--- config.mk ---
export PLATFORM = sky130hd
export DESIGN_NAME = pause_flow_ctrl
export DESIGN_NICKNAME = d
export VERILOG_FILES = /design/src/rtl/pfc_pkg.sv /design/src/rtl/pfc_rx_parser.sv /design/src/rtl/pfc_pause_timer.sv /design/src/rtl/pfc_xoff_gen.sv /design/src/rtl/pause_flow_ctrl.sv
export SDC_FILE = /design/constraint.sdc
export NUM_CORES = 1
export LEC_CHECK = 0
export ABC_AREA = 1
export BUFFER_PORTS_ARGS = -buffer_cell sky130_fd_sc_hd__buf_4
export CORE_AREA = 2 2 83 117
export DETAILED_ROUTE_END_ITERATION = 12
export DIE_AREA = 0 0 85 119
export GPL_ROUTABILITY_DRIVEN = 0
export HOLD_SLACK_MARGIN = 0.02
export SETUP_SLACK_MARGIN = 0.4
export SLEW_MARGIN = 20
export SYNTH_ARGS = -nofsm -noshare
export SYNTH_HDL_FRONTEND = slang
export SYNTH_SLANG_ARGS = --single-unit
export TNS_END_PERCENT = 1
--- constraint.sdc ---
create_clock -name clk_i -period 3.4 [get_ports clk_i]
set_clock_uncertainty 0.1 [all_clocks]
set_input_delay 0.68 -clock clk_i [delete_from_list [all_inputs] [get_ports clk_i]]
set_output_delay 0.68 -clock clk_i [all_outputs]
set_load 0.05 [all_outputs]
--- src/rtl/pfc_pkg.sv ---
package pfc_pkg;
  localparam int unsigned HDR_BYTES = 18;
  localparam logic [15:0] CTRL_TYPE = 16'h8808;
  localparam logic [15:0] PAUSE_OP  = 16'h0001;

  function automatic logic [7:0] resv_da_byte(input logic [2:0] idx);
    case (idx)
      3'd0: return 8'h01;
      3'd1: return 8'h80;
      3'd2: return 8'hC2;
      3'd5: return 8'h01;
      default: return 8'h00;
    endcase
  endfunction
endpackage

--- src/rtl/pfc_rx_parser.sv ---
module pfc_rx_parser
  import pfc_pkg::*;
#(
  parameter int unsigned DATA_W = 8,
  parameter int unsigned TIME_W = 16
) (
  input  logic              clk_i,
  input  logic              rst_ni,
  input  logic              rx_valid_i,
  input  logic [DATA_W-1:0] rx_data_i,
  input  logic              rx_eof_i,
  input  logic              rx_good_i,
  input  logic              any_da_i,
  output logic              pause_vld_o,
  output logic [TIME_W-1:0] pause_time_o
);
  localparam int unsigned CNT_W = $clog2(HDR_BYTES) + 1;
  localparam logic [CNT_W-1:0] CNT_MAX = '1;

  logic [CNT_W-1:0]  byte_cnt_q;
  logic              da_ok_q, type_ok_q, op_ok_q;
  logic [TIME_W-1:0] time_q;
  logic [7:0]        rx_byte;

  assign rx_byte = rx_data_i[7:0];

  always_ff @(posedge clk_i or negedge rst_ni) begin
    if (!rst_ni) begin
      byte_cnt_q   <= '0;
      da_ok_q      <= 1'b1;
      type_ok_q    <= 1'b1;
      op_ok_q      <= 1'b1;
      time_q       <= '0;
      pause_vld_o  <= 1'b0;
      pause_time_o <= '0;
    end else begin
      pause_vld_o <= 1'b0;
      if (rx_eof_i) begin
        pause_vld_o  <= rx_good_i && (da_ok_q || any_da_i) && type_ok_q && op_ok_q &&
                        (byte_cnt_q >= CNT_W'(HDR_BYTES));
        pause_time_o <= time_q;
        byte_cnt_q   <= '0;
        da_ok_q      <= 1'b1;
        type_ok_q    <= 1'b1;
        op_ok_q      <= 1'b1;
      end else if (rx_valid_i) begin
        if (byte_cnt_q != CNT_MAX) byte_cnt_q <= byte_cnt_q + 1'b1;
        if (byte_cnt_q < CNT_W'(6)) begin
          if (rx_byte != resv_da_byte(byte_cnt_q[2:0])) da_ok_q <= 1'b0;
        end
        case (byte_cnt_q)
          CNT_W'(12): if (rx_byte != CTRL_TYPE[15:8]) type_ok_q <= 1'b0;
          CNT_W'(13): if (rx_byte != CTRL_TYPE[7:0])  type_ok_q <= 1'b0;
          CNT_W'(14): if (rx_byte != PAUSE_OP[15:8])  op_ok_q   <= 1'b0;
          CNT_W'(15): if (rx_byte != PAUSE_OP[7:0])   op_ok_q   <= 1'b0;
          CNT_W'(16): time_q <= {rx_byte, time_q[7:0]};
          CNT_W'(17): time_q <= {time_q[TIME_W-1:8], rx_byte};
          default: ;
        endcase
      end
    end
  end
endmodule

--- src/rtl/pfc_pause_timer.sv ---
module pfc_pause_timer #(
  parameter int unsigned TIME_W      = 16,
  parameter int unsigned QUANTUM_CYC = 64
) (
  input  logic              clk_i,
  input  logic              rst_ni,
  input  logic              load_i,
  input  logic [TIME_W-1:0] time_i,
  input  logic              honor_en_i,
  input  logic              tx_busy_i,
  output logic              active_o,
  output logic              hold_o
);
  localparam int unsigned PRE_W = (QUANTUM_CYC > 1) ? $clog2(QUANTUM_CYC) : 1;
  localparam logic [PRE_W-1:0] PRE_LAST = PRE_W'(QUANTUM_CYC - 1);

  logic [TIME_W-1:0] quanta_q, quanta_d;
  logic [PRE_W-1:0]  pre_q, pre_d;
  logic              hold_q, hold_d;

  always_comb begin
    quanta_d = quanta_q;
    pre_d    = pre_q;
    if (load_i && honor_en_i) begin
      quanta_d = time_i;
      pre_d    = '0;
    end else if (quanta_q != '0) begin
      if (pre_q == PRE_LAST) begin
        pre_d    = '0;
        quanta_d = quanta_q - 1'b1;
      end else begin
        pre_d = pre_q + 1'b1;
      end
    end
    // let an in-flight frame finish before gating
    hold_d = (quanta_d != '0) && (hold_q || !tx_busy_i);
  end

  always_ff @(posedge clk_i or negedge rst_ni) begin
    if (!rst_ni) begin
      quanta_q <= '0;
      pre_q    <= '0;
      hold_q   <= 1'b0;
    end else begin
      quanta_q <= quanta_d;
      pre_q    <= pre_d;
      hold_q   <= hold_d;
    end
  end

  assign active_o = (quanta_q != '0);
  assign hold_o   = hold_q;
endmodule

--- src/rtl/pfc_xoff_gen.sv ---
module pfc_xoff_gen #(
  parameter int unsigned LVL_W = 12
) (
  input  logic             clk_i,
  input  logic             rst_ni,
  input  logic             gen_en_i,
  input  logic [LVL_W-1:0] level_i,
  input  logic [LVL_W-1:0] thresh_i,
  output logic             req_o
);
  logic above, above_q;

  assign above = (level_i >= thresh_i);

  always_ff @(posedge clk_i or negedge rst_ni) begin
    if (!rst_ni) begin
      above_q <= 1'b0;
      req_o   <= 1'b0;
    end else begin
      above_q <= above;
      req_o   <= gen_en_i && above && !above_q;
    end
  end
endmodule

--- src/rtl/pause_flow_ctrl.sv ---
module pause_flow_ctrl #(
  parameter int unsigned DATA_W      = 8,
  parameter int unsigned TIME_W      = 16,
  parameter int unsigned LVL_W       = 12,
  parameter int unsigned QUANTUM_CYC = 64
) (
  input  logic              clk_i,
  input  logic              rst_ni,
  input  logic              rx_valid_i,
  input  logic [DATA_W-1:0] rx_data_i,
  input  logic              rx_eof_i,
  input  logic              rx_good_i,
  input  logic              tx_busy_i,
  input  logic [LVL_W-1:0]  fifo_level_i,
  input  logic [LVL_W-1:0]  xoff_thresh_i,
  input  logic              rx_honor_en_i,
  input  logic              tx_gen_en_i,
  input  logic              any_da_i,
  output logic              tx_hold_o,
  output logic              pause_req_o,
  output logic              pause_led_o
);
  logic              pause_vld;
  logic [TIME_W-1:0] pause_time;

  pfc_rx_parser #(.DATA_W(DATA_W), .TIME_W(TIME_W)) u_parser (
    .clk_i, .rst_ni, .rx_valid_i, .rx_data_i, .rx_eof_i, .rx_good_i, .any_da_i,
    .pause_vld_o(pause_vld), .pause_time_o(pause_time)
  );

  pfc_pause_timer #(.TIME_W(TIME_W), .QUANTUM_CYC(QUANTUM_CYC)) u_timer (
    .clk_i, .rst_ni, .load_i(pause_vld), .time_i(pause_time),
    .honor_en_i(rx_honor_en_i), .tx_busy_i,
    .active_o(pause_led_o), .hold_o(tx_hold_o)
  );

  pfc_xoff_gen #(.LVL_W(LVL_W)) u_xoff (
    .clk_i, .rst_ni, .gen_en_i(tx_gen_en_i), .level_i(fifo_level_i),
    .thresh_i(xoff_thresh_i), .req_o(pause_req_o)
  );
endmodule

==> reports/results.txt <==
The worst path in the final design needs a cycle of 2.60 ns, including I/O delays and setup. In this run the tightest slew margin relative to its limit is 44.4%. In this run the clock root is driven by a sky130_fd_sc_hd__clkbuf_16. STA puts the critical path data arrival time at 1.82 ns. The run gives 0 as the residual antenna-violating net count after detailed routing. The worst IR drop on VDD was 0.000360 V; the number of I/O pins was 44. From left edge to right edge, the die measures 85 um. The post-CTS setup buffer count was 0; the overall track demand over capacity in global routing was 20.0%. Data on the critical path is required at its endpoint by 2.62 ns.

Critical-path cell with the highest stage delay: sky130_fd_sc_hd__dfrtp_1. The critical path endpoint category was an output port. For the total clock buffers created by CTS, the log shows 9. After Yosys synthesis, full adders, half adders and majority gates account for 5.84% of the synthesized area. The post-synthesis cell type count was 33. After detailed routing, the average wire length per cell comes to 12.8 um.

The synthesized netlist devotes 33.5% of its cell area to simple gates. The H-tree was split into 3 levels. The floorplan has 42 rows. The flow ran to the end, and the final reports show no timing, DRC or antenna violations. The biggest area contributor in the post-synthesis netlist is sky130_fd_sc_hd__dfrtp_1.

The tool flagged a number of max-cap violations equal to 0. The floorplan die height was 119 um; the final clock period utilization by the worst path was 76.3%. At the later pin of the worst-skew pair, clock insertion delay measures 0.33 ns. The run gives 178 as the number of DRC markers in iteration 0. Counting every sink on the clock net gives 67.

Hold repair after CTS inserted 0 buffers. The path class of the lowest-slack min-delay path is in -> async. The critical path goes through inv_1 -> ha_1 -> nand3_1 -> nor2_2 -> nand2_4 -> buf_4.

The number of pins exceeding their max-slew limit in the final report came out at 0. The pin count of the biggest net entering global routing was 68. Input and output buffers added on the ports amount to 43. Setup repair after global routing left no endpoint under its margin.

TritonCTS built the clock tree. The average footprint of a synthesized cell works out to 7.19 um2. Of the total synthesized cell area, the portion taken by XOR and XNOR cells is 0.431%. The clock transition time at the flip-flop clock pins of the worst setup and hold paths is 0.05 ns. The logs give 41.3% for the sequential share of the synthesized area and 0.334 ns for the worst-case hold slack. The synthesized netlist cell count came out at 566. The tools report the iteration count of the initial detailed-routing pass as 4. In this run, post-CTS repair resized a total of 0 instances. For this configuration, the core starts out at a cell density of 44.2%.

Yosys instantiated no cell more often than sky130_fd_sc_hd__nand2_1. The buffer levels on the longest clock path came out at 2. The floorplan step defined a die boundary enclosing 10,100 um2.

On the worst path, the slowest cell contributes a delay of 0.41 ns. The worst setup path is launched from a flop. The post-route netlist has 15.0% of its cells at a drive strength greater than 1.

For the via count, the log shows 3,629. 0 antenna diodes ended up in the layout. The portion of synthesized cell area occupied by the leading cell type is 39.4%. The final sum of negative setup slack is 0 ns, and the leakage power is 0.00255 uW.

The run gives 16,300 um as the global-route wire length before repair. At the end of the flow, the number of nets in the layout was 669. The tools report the total congestion overflow after global routing as 0. Counting flops and latches in the post-synthesis netlist gives 67. The number of nets in the synthesized netlist is 626. The run gives 9280 um as the total wirelength of the detailed-routed design.

The slew at the pin with the worst max-slew slack was 0.834 ns. After synthesis, the most frequently instantiated cells are sky130_fd_sc_hd__nand2_1 (189), sky130_fd_sc_hd__inv_1 (84), sky130_fd_sc_hd__dfrtp_1 (64), sky130_fd_sc_hd__nand3_1 (42), sky130_fd_sc_hd__nor2_1 (37). Together, buffers and inverters on the worst path number 2. The tools report the detailed-route DRC error count as 0. Setup violations remaining at the end of the flow were counted as 0.

Of all flip-flops after synthesis, the portion carrying an async set or reset was 100%. Compared with the post-synthesis result, the final layout area differs by 17.1%. After legalization and detailed placement, the total HPWL measured 7250 um.

The number of endpoints with negative hold slack in the final report is 0. Power spread over the standard cell area amounts to 545 nW/um2. Kind of cell adding the most delay to the critical path: simple AND/OR/NAND/NOR gates. For the via count of the first global-routing pass, the log shows 3,546.

The critical path start-end classification was reg -> out. The compound-cell area share of the yosys netlist was 9.10%. The floorplan core area is 9200 um2, and the count of warnings emitted by yosys is 0. The commonest register cell after synthesis was sky130_fd_sc_hd__dfrtp_1. The initial antenna violation count came out at 0. Mean number of vias per cell: 5.01. After synthesis the cells add up to 4070 um2.

The highest clock frequency the design can meet was 385 MHz; the multiplexer share of the synthesized area was 0%. By area the synthesized netlist is led by sky130_fd_sc_hd__dfrtp_1 (39%), sky130_fd_sc_hd__nand2_1 (17%), sky130_fd_sc_hd__inv_1 (7.7%). The number of flops mapped to enable cells by yosys was 0; the top fanout value on the critical path was 17.

By area, the combinational part of the netlist is dominated by simple AND/OR/NAND/NOR gates.
-- cells by family after synthesis --
| logic type | after synthesis |
|---|---|
| XOR/XNOR | 2 |
| adder cells (fa/ha/maj) | 19 |
| buffers and inverters | 99 |
| AND/OR/NAND/NOR | 312 |
| AO/OA/AOI/OAI | 67 |
| flip-flops | 67 |
-- report_power, final --
part / switching, uW / internal (uW) / total, uW
Sequential: 96.1 / 888 / 984
Clock: 334 / 583 / 917
Combinational: 439 / 256 / 695
Total: 869 / 1730 / 2600
-- flip-flops by register name, indices dropped and copies added, names as in the netlist --
signal	cells
u_parser.pause_vld_o	1
u_timer.pre_q	6
u_parser.time_q	16
u_parser.pause_time_o	16
u_timer.hold_o	1
u_parser.byte_cnt_q	6
u_xoff.above_q	1
u_parser.da_ok_q	1
u_timer.quanta_q	16
u_xoff.req_o	1
u_parser.op_ok_q	1
u_parser.type_ok_q	1
-- per-layer routing --
| layer | wire length (um) | global-route usage [%] | up-vias |
|---|---|---|---|
| met2 | 4930 | 35.2 | 47 |
| met1 | 3830 | 23.5 | 1688 |
| met3 | 232 | 3.12 | 20 |
| li1 | - | - | 1874 |
| met4 | 293 | 9.62 | 0 |
| met5 | 0 | 0 | - |
-- cell usage in the layout, fill, tap and decap left out, types with 3 or more instances in the layout --
cell type and instances:
sky130_fd_sc_hd__a21oi_1 19, sky130_fd_sc_hd__a31oi_1 3, sky130_fd_sc_hd__buf_4 45, sky130_fd_sc_hd__clkbuf_16 9
sky130_fd_sc_hd__clkinv_2 3, sky130_fd_sc_hd__dfrtp_1 64, sky130_fd_sc_hd__dfstp_2 3, sky130_fd_sc_hd__ha_1 19
sky130_fd_sc_hd__inv_1 84, sky130_fd_sc_hd__nand2_1 189, sky130_fd_sc_hd__nand2_2 8, sky130_fd_sc_hd__nand3_1 42
sky130_fd_sc_hd__nand4_1 10, sky130_fd_sc_hd__nor2_1 37, sky130_fd_sc_hd__nor2_2 10, sky130_fd_sc_hd__nor2_4 3
sky130_fd_sc_hd__nor3_1 7, sky130_fd_sc_hd__o21ai_0 34
-- layout make-up --
type	instances	area (um2)
Timing Repair Buffer	45	338
Multi-Input combinational cell	400	1990
Tap cell	110	138
Sequential cell	67	1680
Clock buffer	11	243
Inverter	86	323
Clock inverter	5	52.6
Fill cell	947	4430
-- per-stage QoR --
stage	total power, uW	setup WS [ns]	area (um2)	instances	util (%)
2_1_floorplan	1500	1.42	4070	566	-
3_3_place_gp	1680	0.971	4470	708	48.6
3_5_place_dp	1700	0.934	4470	708	48.6
4_1_cts	2620	0.786	4760	724	51.8
5_1_grt	2790	0.692	4760	724	51.8
6_report	2600	0.805	4760	724	51.8
-- worst paths after layout --
kind                                                  startpoint                               endpoint  slack [ns]  depth (start not counted)
max                                u_timer.quanta_q[0]$_DFF_PN0_                            pause_led_o        0.80                          6
min                                                       rst_ni          u_timer.quanta_q[9]$_DFF_PN0_        0.33                          1
max reg2reg                         u_timer.pre_q[0]$_DFFE_PN0P_               u_timer.hold_o$_DFF_PN0_        1.05                         14
min reg2reg                u_parser.pause_time_o[14]$_DFFE_PN0P_  u_parser.pause_time_o[14]$_DFFE_PN0P_        0.37                          2
max in group asynchronous                                 rst_ni     u_parser.byte_cnt_q[0]$_DFFE_PN0P_        2.30                          1
min in group clk_i         u_parser.pause_time_o[14]$_DFFE_PN0P_  u_parser.pause_time_o[14]$_DFFE_PN0P_        0.37                          2
Power figures use the tool's default switching activity.
